## config.mk

```make
export PLATFORM = sky130hd
export DESIGN_NAME = sdm4_modulator
export DESIGN_NICKNAME = d
export VERILOG_FILES = /design/src/rtl/sdm4_pkg.sv /design/src/rtl/sdm4_datapath.sv /design/src/rtl/sdm4_ctrl.sv /design/src/rtl/sdm4_modulator.sv
export SDC_FILE = /design/constraint.sdc
export NUM_CORES = 1
export LEC_CHECK = 0
export BUFFER_PORTS_ARGS = -buffer_cell sky130_fd_sc_hd__buf_2
export CORE_UTILIZATION = 50
export DETAILED_ROUTE_END_ITERATION = 6
export HOLD_SLACK_MARGIN = 0.05
export PLACE_DENSITY = 0.68
export SETUP_SLACK_MARGIN = 0.5
export SYNTH_ARGS = -nofsm -noshare
export SYNTH_HDL_FRONTEND = slang
export SYNTH_SLANG_ARGS = --single-unit
export TNS_END_PERCENT = 5
```

## constraint.sdc

```tcl
create_clock -name clk -period 6.24 [get_ports clk]
set_clock_uncertainty 0.15 [all_clocks]
set_input_delay 0.312 -clock clk [delete_from_list [all_inputs] [get_ports clk]]
set_output_delay 0.312 -clock clk [all_outputs]
set_load 0.02 [all_outputs]
```

## src/rtl/sdm4_pkg.sv

```systemverilog
package sdm4_pkg;

  localparam int STAGES = 4;

  // control to datapath strobes
  typedef struct packed {
    logic clear;   // synchronous clear of all integrators
    logic fbPos;   // feedback polarity: 1 subtracts the positive level
  } sdmStrobe_t;

  // feedback weight of each integrator, in units of the half span.
  // Chosen so that D(w) = (w + 1/4)^4 with w = z - 1, after scaling
  // all states by 256: 1, 4*64/16, 6*256/16, 4*256/4 -> 1, 16, 96, 256.
  function automatic int fbScale(input int stage);
    case (stage)
      0:       return 1;
      1:       return (1 << 4);
      2:       return (1 << 6) + (1 << 5);
      default: return (1 << 8);
    endcase
  endfunction

endpackage

```

## src/rtl/sdm4_datapath.sv

```systemverilog
module sdm4_datapath
  import sdm4_pkg::*;
#(
  parameter int ACC_W   = 32,
  parameter int K_W     = 17,
  parameter int K_LIMIT = 12288,
  parameter int FB_HALF = 31488
) (
  input  logic                  clk,
  input  sdmStrobe_t            strb,
  input  logic signed [K_W-1:0] kIn,
  output logic                  s4Neg,
  output logic                  clipAny
);

  localparam int EXT_W = ACC_W + 2;
  localparam logic signed [EXT_W-1:0] ACC_MAX = {3'b000, {(ACC_W-1){1'b1}}};
  localparam logic signed [EXT_W-1:0] ACC_MIN = {3'b111, {(ACC_W-1){1'b0}}};
  localparam logic signed [K_W-1:0]   K_HI    = K_W'(K_LIMIT);
  localparam logic signed [K_W-1:0]   K_LO    = -K_HI;

  logic signed [K_W-1:0]   kEff;
  logic signed [ACC_W-1:0] acc     [STAGES];
  logic signed [ACC_W-1:0] accNext [STAGES];
  logic [STAGES-1:0]       clipVec;

  // input clamp to the stable range
  always_comb begin
    if (kIn > K_HI)      kEff = K_HI;
    else if (kIn < K_LO) kEff = K_LO;
    else                 kEff = kIn;
  end

  for (genvar g = 0; g < STAGES; g++) begin : g_stage
    localparam logic signed [EXT_W-1:0] FBW = EXT_W'(fbScale(g) * FB_HALF);
    logic signed [EXT_W-1:0] feed;
    logic signed [EXT_W-1:0] fbTerm;
    logic signed [EXT_W-1:0] sum;

    if (g == 0) begin : g_head
      assign feed = EXT_W'(kEff);
    end else begin : g_chain
      assign feed = EXT_W'(acc[g-1]);
    end

    assign fbTerm      = strb.fbPos ? FBW : -FBW;
    assign sum         = EXT_W'(acc[g]) + feed - fbTerm;
    assign clipVec[g]  = (sum > ACC_MAX) || (sum < ACC_MIN);
    assign accNext[g]  = (sum > ACC_MAX) ? ACC_MAX[ACC_W-1:0] :
                         (sum < ACC_MIN) ? ACC_MIN[ACC_W-1:0] :
                         sum[ACC_W-1:0];
  end

  always_ff @(posedge clk) begin
    for (int i = 0; i < STAGES; i++) begin
      if (strb.clear) acc[i] <= '0;
      else            acc[i] <= accNext[i];
    end
  end

  assign s4Neg   = acc[STAGES-1][ACC_W-1];
  assign clipAny = |clipVec;


  in_clamp_chk: assert property (@(posedge clk) disable iff (strb.clear)
    (kEff <= K_HI) && (kEff >= K_LO));


  fb_down_chk: assert property (@(posedge clk) disable iff (strb.clear)
    (strb.fbPos && !clipVec[0]) |=> (acc[0] < $past(acc[0])));


  fb_up_chk: assert property (@(posedge clk) disable iff (strb.clear)
    (!strb.fbPos && !clipVec[0]) |=> (acc[0] > $past(acc[0])));

endmodule

```

## src/rtl/sdm4_ctrl.sv

```systemverilog
module sdm4_ctrl
  import sdm4_pkg::*;
(
  input  logic       clk,
  input  logic       rst,
  input  logic       s4Neg,
  input  logic       clipAny,
  output sdmStrobe_t strb,
  output logic       bitOut,
  output logic       overload
);

  // quantizer: zero or positive decides 1
  always_comb begin
    strb.clear = rst;
    strb.fbPos = ~s4Neg;
    bitOut     = ~s4Neg;
  end

  always_ff @(posedge clk) begin
    if (rst) overload <= 1'b0;
    else     overload <= clipAny;
  end


  reset_out_chk: assert property (@(posedge clk) disable iff (rst)
    $past(rst) |-> (bitOut && !overload));


  second_bit_chk: assert property (@(posedge clk) disable iff (rst)
    ($past(rst, 2) && !$past(rst)) |-> !bitOut);

endmodule

```

## src/rtl/sdm4_modulator.sv

```systemverilog
module sdm4_modulator
  import sdm4_pkg::*;
#(
  parameter int ACC_W   = 32,
  parameter int K_W     = 17,
  parameter int K_LIMIT = 12288,
  parameter int FB_HALF = 31488
) (
  input  logic                  clk,
  input  logic                  rst,
  input  logic signed [K_W-1:0] fracWord,
  output logic                  bitOut,
  output logic                  overload
);

  sdmStrobe_t strb;
  logic       s4Neg;
  logic       clipAny;

  sdm4_ctrl i_ctrl (
    .clk      (clk),
    .rst      (rst),
    .s4Neg    (s4Neg),
    .clipAny  (clipAny),
    .strb     (strb),
    .bitOut   (bitOut),
    .overload (overload)
  );

  sdm4_datapath #(
    .ACC_W   (ACC_W),
    .K_W     (K_W),
    .K_LIMIT (K_LIMIT),
    .FB_HALF (FB_HALF)
  ) i_datapath (
    .clk     (clk),
    .strb    (strb),
    .kIn     (fracWord),
    .s4Neg   (s4Neg),
    .clipAny (clipAny)
  );

endmodule

```

Yosys cells after proc, flatten, opt, wreduce, memory -nomap -nowiden
Memory sizes are Yosys's and may differ from the RTL's.
Index checks and enable logic that the tools add are counted.
- add/subtract/negate cells: 8
- multiply operators: 0
- div/mod/pow operators: 0
- $lt $le $gt $ge: 10
- equal/unequal tests: 0
- shifts and indexed selects: 0
- muxes and demuxes: 21
- bitwise operators: 5
- reductions and logical operators: 5
- operators with widths (kind ; count):
    $mux W32 ; 12
    $gt A34 B32 Y1 const B ; 4
    $lt A34 B32 Y1 const B ; 4
    $mux W34 ; 4
    $sub A34 B34 Y34 ; 4
    $add A32 B32 Y33 ; 3
    $mux W17 ; 2
    $add A32 B17 Y33 ; 1
    $gt A17 B15 Y1 const B ; 1
    $lt A17 B15 Y1 const B ; 1
    $logic_or A1 B1 Y1 ; 4
    $or A1 B1 Y1 ; 4
    $reduce_or A4 Y1 ; 1
    $mux W1 ; 3
    $not A1 Y1 ; 1
- register bits: 1
- latch bits: 0
- memory bits (writable): 128
- bits in read-only memories: 0
- input port bits: 19
- output and inout port bits: 2
- word-level logic and storage cells: 51
- memories: 1
- memory list (name ; depth ; width ; rd ports ; clocked after Yosys merged registers in ; wr ports ; line ; text):
    i_datapath.acc ; 4 ; 32 ; 4 ; 0 ; 4 ; sdm4_datapath.sv:23 ; logic signed [ACC_W-1:0] acc [STAGES];

Depth between registers and ports, before layout
Gate-level depths: netlist of run 1.
- depth in word-level cells: 9
- gate-level depth with buffers: 34
- mapped depth without buffers: 31

Modules after synthesis
Synthesis of run 1 repeated with hierarchy kept, for this count alone.
- cell total of the unflattened synthesis: 1766
- area total of the unflattened synthesis: 14350.0 um2
- modules (own cells, without submodules) (module ; times used ; cells each ; area each (um2) ; seq. area each (um2)):
    sdm4_datapath ; 1 ; 1761 ; 14297.5 ; 2562.5
    sdm4_ctrl ; 1 ; 5 ; 52.6 ; 20.0

Worst setup path after synthesis of run 1
Ideal clock, no wire load.
- path kind: input-to-reg
- start: in fracWord[7]
- end: mem i_datapath.acc[0][18]
- library setup time: 0.135 ns
- arrival: 6.253 ns
- data required time: 5.955 ns
- setup slack: -0.298 ns
- stages: 34
- path buffers: 3
- cell sequence: nor4_1 > nand3_1 > a311oi_1 > nor2_1 > nor2_1 > clkbuf_1 > and2_1 > ha_1 > inv_1 > fa_1 > nand2b_1 > a21oi_1 > o21ai_0 > a211oi_1 > o21ai_0 > a21boi_0 > o21a_1 > o21ai_0 > nand2b_1 > xor2_1 > ha_1 > clkbuf_1 > a21oi_1 > o21bai_1 > a21o_1 > a221oi_1 > nor2_1 > a41oi_1 > a31oi_2 > xor2_2 > o21ai_4 > nand2b_4 > buf_6 > o41ai_2
- RTL lines (what ; line ; text):
    start, declared ; sdm4_modulator.sv:11 ; input logic signed [K_W-1:0] fracWord,
    end, declared ; sdm4_datapath.sv:23 ;

==> results_dict.tcl, run 1 <==
set metrics [dict create \
    io_buffers 20 \
    path_clk_slew_ns 0.07 \
    die_area_sq_um 28500 \
    drt_wl_total_microns 35700 \
    async_reset_ff_share_pct 0 \
    arrival_ns 6.05 \
    drt-pass1-iter-count 5 \
    synthFlopType "dfxtp_1" \
    grt.overflow.total 0 \
    synth_edf_count 0 \
    antenna_found_initial 0 \
    slowest_delay_ns 0.37 \
    crit_type "input port to flop" \
    cts-root-buf "clkbuf_16" \
    io_pins 21 \
    final_cell_mix "ha_1 (204), a21oi_1 (160), buf_4 (137)" \
    rsz0062_at_grt "yes" \
    synth_nets 1940 \
    nets 2094 \
    relSlewSlack_pct 52.6 \
    cts_buffers 17 \
    ys_ff_latch 129 \
    slowest_stage "a221o_1" \
    setup-tns-final_ns 0 \
    seq_area_sq_um 2580 \
    worst_setup_path_end_kind "flop" \
    final_cells 2244 \
    maxCapViolCount 0 \
    min_period_ns 5.87 \
    clock_latency_ns 0.43 \
    core_area_sq_um 27200 \
    die_h_microns 169 \
    die_w_microns 169 \
    final_common_cell "ha_1" \
    drv_slew 0 \
    rows 60 \
    seq_area_frac_synth_pct 18.5 \
    drtIter0Drc 583 \
    grt_max_degree 35 \
    yosys_warnings 0 \
    start_util_pct 51.3 \
    routedWlPerCell_microns 15.9 \
    grt_pass1_wl_microns 59100 \
    synth_cell_types 92 \
    fin_crit_sh_pct 94.1 \
    worst_slack_ns 0.368 \
    dp_slack_ns -0.259 \
    grt_pass1_vias 12500 \
    gp_congestion 0.924 \
    post-place-cells 2177 \
    drc_errors 0 \
    path_max_fanout 6 \
    setup_viol 0 \
    viasPerCell 5.80 \
    htreeDepth 4 \
    final_core_util_pct 61.0 \
    fillers 2385 \
    max_freq_ghz 0.170 \
    hold_viol_final 0 \
    drive_above_1_share_pct 19.2 \
    cts.path.max_buffers 2 \
    track_usage_pct 25.3 \
    dp_hpwl_microns 28500 \
    vias 13000 \
    hold_buffers 0 \
    crit_path_start_kind "input port" \
    syn_to_final_growth_pct 18.9 \
    postSynthCellCount 1705 \
    outcome "complete, no violations" \
    cts_tree "yes" \
    syn_avg_cell_area_sq_um 8.17 \
    antenna_left 0 \
    synth_area_sq_um 13900 \
    antenna_cells 0 \
    cts.sinks 129 \
    hold_class "input port to flop" \
    r2r_slack_ns 0.50 \
    tightest_slew_ns 0.710 \
    required_ns 6.41 \
    multi_input_area_sq_um 11300 \
]
-- registers in the layout (all words and copies together) (netlist names) --
| signal | count |
|---|---|
| i_ctrl.overload | 1 |
| i_datapath.acc | 128 |
-- critical path: cells and delay by family --
kind | cells | cell delay (ns)
AOI/OAI and AO/OA | 14 | 3.00
xor gates and xnor gates | 1 | 0.12
adders and majority gates | 3 | 0.83
buffers and inverters | 5 | 0.55
and+or+nand+nor | 10 | 1.21
-- kinds of logic (layout without fill, tap and decap cells) --
family	count (synthesis)	count (layout)	synth area share, %
xor gates and xnor gates	169	169	10.7
AOI/OAI and AO/OA	657	657	32.2
muxes	3	3	0.216
DFF	129	129	18.5
and+or+nand+nor	439	439	15.7
buffers and inverters	92	259	2.86
adders and majority gates	216	216	19.8
-- metal layers --
| layer | GRT usage [%] | up-vias | wire length (microns) |
|---|---|---|---|
| met5 | 0 | - | 0 |
| met4 | 8.81 | 0 | 839 |
| met3 | 2.85 | 45 | 1200 |
| met2 | 44.1 | 222 | 16900 |
| met1 | 32.2 | 6007 | 16700 |
| li1 | - | 6739 | - |
-- layout make-up --
type,count,share of cell area [%]
multi-input combinational,1484,68.4
sequential,129,15.6
clock inverter,14,1.09
clock buffer,18,2.65
inverter,57,1.29
timing repair buffer,170,8.14
tap,372,2.81
-- worst paths after layout --
kind / endpoint / depth (start not counted) / startpoint
max reg2reg: i_datapath.acc[3][15]$_SDFF_PP0_ / 28 / i_datapath.acc[2][0]$_SDFF_PP0_
min reg2reg: i_datapath.acc[2][0]$_SDFF_PP0_ / 3 / i_datapath.acc[1][0]$_SDFF_PP0_
max: i_datapath.acc[0][19]$_SDFF_PP0_ / 33 / fracWord[0]
min: i_datapath.acc[1][31]$_SDFF_PP0_ / 3 / rst
-- per-stage QoR --
step / hold slack (ns) / area (sq um)
floorplan: 0.389 / 14000
global placement: 0.400 / 15300
detailed placement: 0.420 / 15300
CTS: 0.260 / 16300
global route: 0.315 / 16600
finish: 0.290 / 16600
-- cells in the mapped netlist (6+ instances only) --
cell / instances / area, sq um
a31o_2: 10 / 87.6
o21bai_1: 23 / 173
nand2_1: 89 / 334
xor2_1: 73 / 639
a21oi_1: 172 / 861
nand2b_1: 24 / 150
nor2_1: 120 / 450
a2111oi_0: 6 / 52.6
xnor2_1: 95 / 832
o22ai_2: 18 / 225
o21ai_1: 15 / 75.1
o31ai_1: 20 / 150
fa_1: 8 / 160
and3_1: 22 / 138
a211oi_1: 18 / 135
dfxtp_1: 129 / 2580
or2_2: 10 / 62.6
inv_1: 57 / 214
o211ai_1: 12 / 90.1
o21ai_2: 19 / 166
nand3_1: 36 / 180
a31oi_1: 14 / 87.6
nand4_1: 20 / 125
a211o_1: 6 / 52.6
buf_2: 7 / 35.0
o21a_1: 31 / 233
o21ai_0: 127 / 636
and2_1: 18 / 113
nor3_1: 32 / 160
a221oi_1: 6 / 52.6
a21boi_0: 6 / 45.0
nor2b_1: 27 / 169
a21o_1: 77 / 578
clkbuf_1: 19 / 71.3
ha_1: 208 / 2600
or3_1: 14 / 87.6
o22ai_1: 7 / 43.8
buf_6: 6 / 67.6
-- timing repair --
item,in CTS,in global routing
buffers inserted,21,11
gates resized for setup,46,31
endpoints found under the hold margin,0,0
pin swaps,38,27
endpoints found under the setup margin,123,126
gates cloned,1,2
Power of run 1 is left out: the tool's default activity adds up to more than one toggle a clock period on the data nets, which glitch-free logic cannot reach.
==> run 2: changes to the inputs <==
--- a/config.mk
+++ b/config.mk
@@ -6,10 +6,10 @@
 export NUM_CORES = 1
 export LEC_CHECK = 0
 export BUFFER_PORTS_ARGS = -buffer_cell sky130_fd_sc_hd__buf_2
-export CORE_UTILIZATION = 50
+export CORE_UTILIZATION = 30
 export DETAILED_ROUTE_END_ITERATION = 6
 export HOLD_SLACK_MARGIN = 0.05
-export PLACE_DENSITY = 0.68
+export PLACE_DENSITY = 0.46
 export SETUP_SLACK_MARGIN = 0.5
 export SYNTH_ARGS = -nofsm -noshare
 export SYNTH_HDL_FRONTEND = slang
==> run 2 against run 1 <==
Wire length rose by 12%. Design area rose by 4.0%. Global-route usage fell by 8.3 points. Register-to-register slack got worse by 0.18 ns. Critical path depth rose by 1. Utilization fell by 23 points. Maximum frequency fell by 1.0%. Flip-flop and latch count did not move. Die area rose by 66%. Critical endpoint unchanged.
==> results_dict.tcl, run 2 (synthesized netlist as in run 1, its figures left out) <==
set metrics [dict create \
    htreeDepth 4 \
    antenna_left 0 \
    top_register "i_datapath.acc" \
    grt_pass1_wl_microns 64500 \
    hold_class "input port to flop" \
    maxCapViolCount 0 \
    post-place-cells 2452 \
    fin_crit_sh_pct 95.1 \
    final_core_util_pct 37.8 \
    slowest_stage "or3_4" \
    track_usage_pct 17.1 \
    drt-pass1-iter-count 5 \
    reg2reg_from "i_datapath.acc[2][0]$_SDFF_PP0_" \
    hold_depth 5 \
    drv_slew 0 \
    vias 12900 \
    drt_wl_total_microns 39900 \
    reg2reg_to "i_ctrl.overload$_SDFF_PP0_" \
    grt_pass1_vias 12700 \
    cts.path.max_buffers 2 \
    cts.sinks 129 \
    path_max_fanout 8 \
    slowest_delay_ns 0.37 \
    reg2regPathDepth 24 \
    worstHoldStart "fracWord[0]" \
    antenna_cells 0 \
    outcome "complete, no violations" \
    cts_tree "yes" \
    viasPerCell 5.14 \
    rsz0062_at_grt "yes" \
    cts-root-buf "clkbuf_16" \
    crit_top_cell "buf_4" \
    hold_viol_final 0 \
    max_freq_ghz 0.169 \
    dp_hpwl_microns 31800 \
    final_common_cell "ha_1" \
    io_buffers 20 \
    min_period_ns 5.93 \
    die_area_sq_um 47300 \
    rows 78 \
    drtIter0Drc 519 \
    r2r_slack_ns 0.32 \
    die_h_microns 218 \
    crit_buf_inv 6 \
    grt_max_degree 37 \
    crit_path_start_kind "input port" \
    die_w_microns 218 \
    setup_viol 0 \
    nets 2131 \
    syn_to_final_growth_pct 23.7 \
    tightest_slew_ns 0.880 \
    dpl_cell_area_sq_um 16000 \
    largest_register_ffs 128 \
    grt.overflow.total 0 \
    clock_latency_ns 0.44 \
    core_area_sq_um 45600 \
    crit_family "compound AO/OA/AOI/OAI gates" \
    whs_endpoint "i_datapath.acc[0][0]$_SDFF_PP0_" \
    largestRegisters "i_datapath.acc (128), i_ctrl.overload (1)" \
    cts_buffers 17 \
    final_cells 2509 \
    arrival_ns 6.11 \
    routedWlPerCell_microns 15.9 \
    drive_above_1_share_pct 20.3 \
    io_pins 21 \
    path_clk_slew_ns 0.07 \
    postLayoutCellArea_sq_um 17200 \
    start_util_pct 30.6 \
    final_cell_mix "ha_1 (205), buf_4 (168), a21oi_1 (160)" \
    crit_type "input port to flop" \
    drc_errors 0 \
    antenna_found_initial 0 \
    gp_congestion 0.885 \
    worst_setup_path_end_kind "flop" \
    required_ns 6.41 \
    relSlewSlack_pct 41.3 \
]
run 2: changes by cell type in the layout (fill, tap and decap cells not counted), sizes merged:
cell      before  now
clkbuf        20   18
clkinv         1    3
inv           68   65
clkinvlp       0    1
o311ai         2    3
buf          168  206
run 2: worst max path at each step:
stage	start	end	slack, ns	cells after the start
6_report	fracWord[7]	i_datapath.acc[0][19]$_SDFF_PP0_	0.31	34
5_1_grt	i_datapath.acc[2][0]$_SDFF_PP0_	i_ctrl.overload$_SDFF_PP0_	0.004	26
4_1_cts	fracWord[5]	i_datapath.acc[0][19]$_SDFF_PP0_	0.26	34
3_5_place_dp	fracWord[0]	i_datapath.acc[0][21]$_SDFF_PP0_	-0.37	33
3_3_place_gp	fracWord[0]	i_datapath.acc[0][21]$_SDFF_PP0_	-0.35	33
2_1_floorplan	fracWord[0]	i_datapath.acc[0][18]$_SDFF_PP0_	0.22	34
run 2: timing repair:
action,4_1_cts,5_1_grt
endpoints found under the hold margin,0,0
hold buffers,0,0
buffers inserted,17,5
pin swaps,27,22
gates resized for setup,41,25
cloned,3,0
endpoints found under the setup margin,125,126
run 2: layer usage:
metal | share of wire [%] | global-route usage (%)
met5 | 0 | 0
met4 | 2.4 | 5.87
met3 | 2.3 | 2.18
met2 | 46 | 29.0
met1 | 49 | 22.0
run 2: worst min-delay path: stages:
cell and delay [ns]:
buf_6 0.08, and2_1 0.12, ha_2 0.16, inv_1 0.05
a21oi_2 0.11
run 2: area by class of cell:
type	instances	area, sq um
Fill cell	4663	28300
Multi-Input combinational cell	1485	11300
Sequential cell	129	2580
Timing Repair Buffer	206	1740
Tap cell	600	751
Clock buffer	18	439
Inverter	57	214
Clock inverter	14	168
run 2: metrics by stage:
step / setup WS (ns) / hold slack (ns) / setup TNS, ns
floorplan: 0.218 / 0.389 / 0
global placement: -0.352 / 0.400 / -6.71
detailed placement: -0.372 / 0.415 / -6.95
CTS: 0.257 / 0.258 / 0
global route: 0.00390 / 0.284 / 0
finish: 0.306 / 0.268 / 0
Power of run 2 is left out for the same reason.
==> run 3: changes to the inputs <==
--- a/config.mk
+++ b/config.mk
@@ -10,6 +10,7 @@
 export DETAILED_ROUTE_END_ITERATION = 6
 export HOLD_SLACK_MARGIN = 0.05
 export PLACE_DENSITY = 0.46
+export REMOVE_ABC_BUFFERS = 1
 export SETUP_SLACK_MARGIN = 0.5
 export SYNTH_ARGS = -nofsm -noshare
 export SYNTH_HDL_FRONTEND = slang
==> run 3 against run 2 <==
Cell count is 1.2% higher. Register-to-register slack better by 0.08 ns. Global-route usage is 0.26 points lower. Flip-flop and latch count stayed put. Highest routed layer unchanged.
==> results_dict.tcl, run 3 (synthesized netlist as in run 1, its figures left out) <==
set metrics [dict create \
    outcome "complete, no violations" \
    fin_crit_sh_pct 94.3 \
    post-place-cells 2478 \
    final_core_util_pct 38.4 \
    dp_slack_ns -0.625 \
    die_area_sq_um 47300 \
    crit_buf_inv 7 \
    maxCapViolCount 0 \
    io_pins 21 \
    gp_congestion 0.860 \
    final_common_cell "ha_1" \
    vias 13000 \
    clock_latency_ns 0.43 \
    cts_tree "yes" \
    hold_class "input port to flop" \
    cts_buffers 17 \
    seq_area_sq_um 2580 \
    worst_setup_path_end_kind "flop" \
    largest_register_ffs 128 \
    antenna_left 0 \
    grt_max_degree 36 \
    slowest_stage "or3_4" \
    routedWlPerCell_microns 15.7 \
    antenna_cells 0 \
    required_ns 6.40 \
    max_freq_ghz 0.170 \
    dp_hpwl_microns 31600 \
    drt-pass1-iter-count 5 \
    die_w_microns 218 \
    drtIter0Drc 643 \
    final_cell_mix "ha_1 (203), buf_4 (197), a21oi_1 (159)" \
    cts.path.max_buffers 2 \
    rows 78 \
    fillers 4637 \
    relSlewSlack_pct 35.1 \
    path_max_fanout 6 \
    crit_family "compound AO/OA/AOI/OAI gates" \
    dpl_cell_area_sq_um 16100 \
    crit_path_start_kind "input port" \
    crit_top_cell "buf_6" \
    path_clk_slew_ns 0.06 \
    r2r_slack_ns 0.40 \
    tightest_slew_ns 0.971 \
    io_buffers 20 \
    nets 2162 \
    htreeDepth 4 \
    cts.sinks 129 \
    cts-root-buf "clkbuf_16" \
    postLayoutCellArea_sq_um 17500 \
    drv_slew 0 \
    start_util_pct 30.6 \
    syn_to_final_growth_pct 25.6 \
    drive_above_1_share_pct 21.9 \
    largestRegisters "i_datapath.acc (128), i_ctrl.overload (1)" \
    viasPerCell 5.11 \
    track_usage_pct 16.8 \
    crit_type "input port to flop" \
    grt_pass1_wl_microns 64400 \
    grt_pass1_vias 12600 \
    arrival_ns 6.04 \
    drt_wl_total_microns 40000 \
    hold_viol_final 0 \
    min_period_ns 5.88 \
    hold_buffers 0 \
    setup_viol 0 \
    rsz0062_at_grt "yes" \
    die_h_microns 218 \
    drc_errors 0 \
    slowest_delay_ns 0.36 \
    top_register "i_datapath.acc" \
    grt.overflow.total 0 \
    multi_input_area_sq_um 11400 \
    core_area_sq_um 45600 \
    antenna_found_initial 0 \
    final_cells 2540 \
    worst_slack_ns 0.358 \
]
[run 3: area by class of cell]
class / instances / share of cell area, %
flip-flops and latches: 129 / 14.8
repair buffers: 236 / 11.1
inverters: 57 / 1.22
well taps: 600 / 4.29
clock buffers: 18 / 2.51
clock inverters: 14 / 1.02
multi-input cells: 1486 / 65.1
[run 3: repair_timing]
action / in CTS / in global routing
resized for setup: 53 / 51
setup endpoints to repair: 126 / 126
cloned: 1 / 3
buffers inserted: 13 / 13
pin swaps: 31 / 46
[run 3: worst register-to-register path, delay by kind of cell (launching register included)]
family	cells	cell delay (ns)
XOR/XNOR	2	0.26
flip-flops	1	0.30
AO/OA/AOI/OAI	16	3.14
AND/OR/NAND/NOR	4	0.40
buffers and inverters	3	0.50
adder cells (fa/ha/maj)	3	0.93
[run 3: metrics by stage]
| stage | setup TNS [ns] | hold slack, ns |
|---|---|---|
| detailed placement | -18.26 | 0.412 |
| CTS | 0 | 0.273 |
| global route | -0.613 | 0.315 |
| global placement | -20.17 | 0.403 |
| finish | 0 | 0.283 |
| floorplan | -5.98 | 0.231 |
[run 3: final timing paths]
kind                                         from                                to  cells after the start
setup / recovery                      fracWord[5]   i_datapath.acc[0][2]$_SDFF_PP0_                     35
hold / removal                        fracWord[0]   i_datapath.acc[0][0]$_SDFF_PP0_                      5
setup reg to reg  i_datapath.acc[3][0]$_SDFF_PP0_  i_datapath.acc[3][25]$_SDFF_PP0_                     28
hold reg to reg   i_datapath.acc[3][0]$_SDFF_PP0_   i_datapath.acc[3][0]$_SDFF_PP0_                      3
[run 3: per-layer routing]
layer,part of all wire [%],track usage (%)
met5,0,0
met4,1.7,3.66
met3,1.9,1.39
met2,46,28.1
met1,50,23.2
Power of run 3 is left out for the same reason.
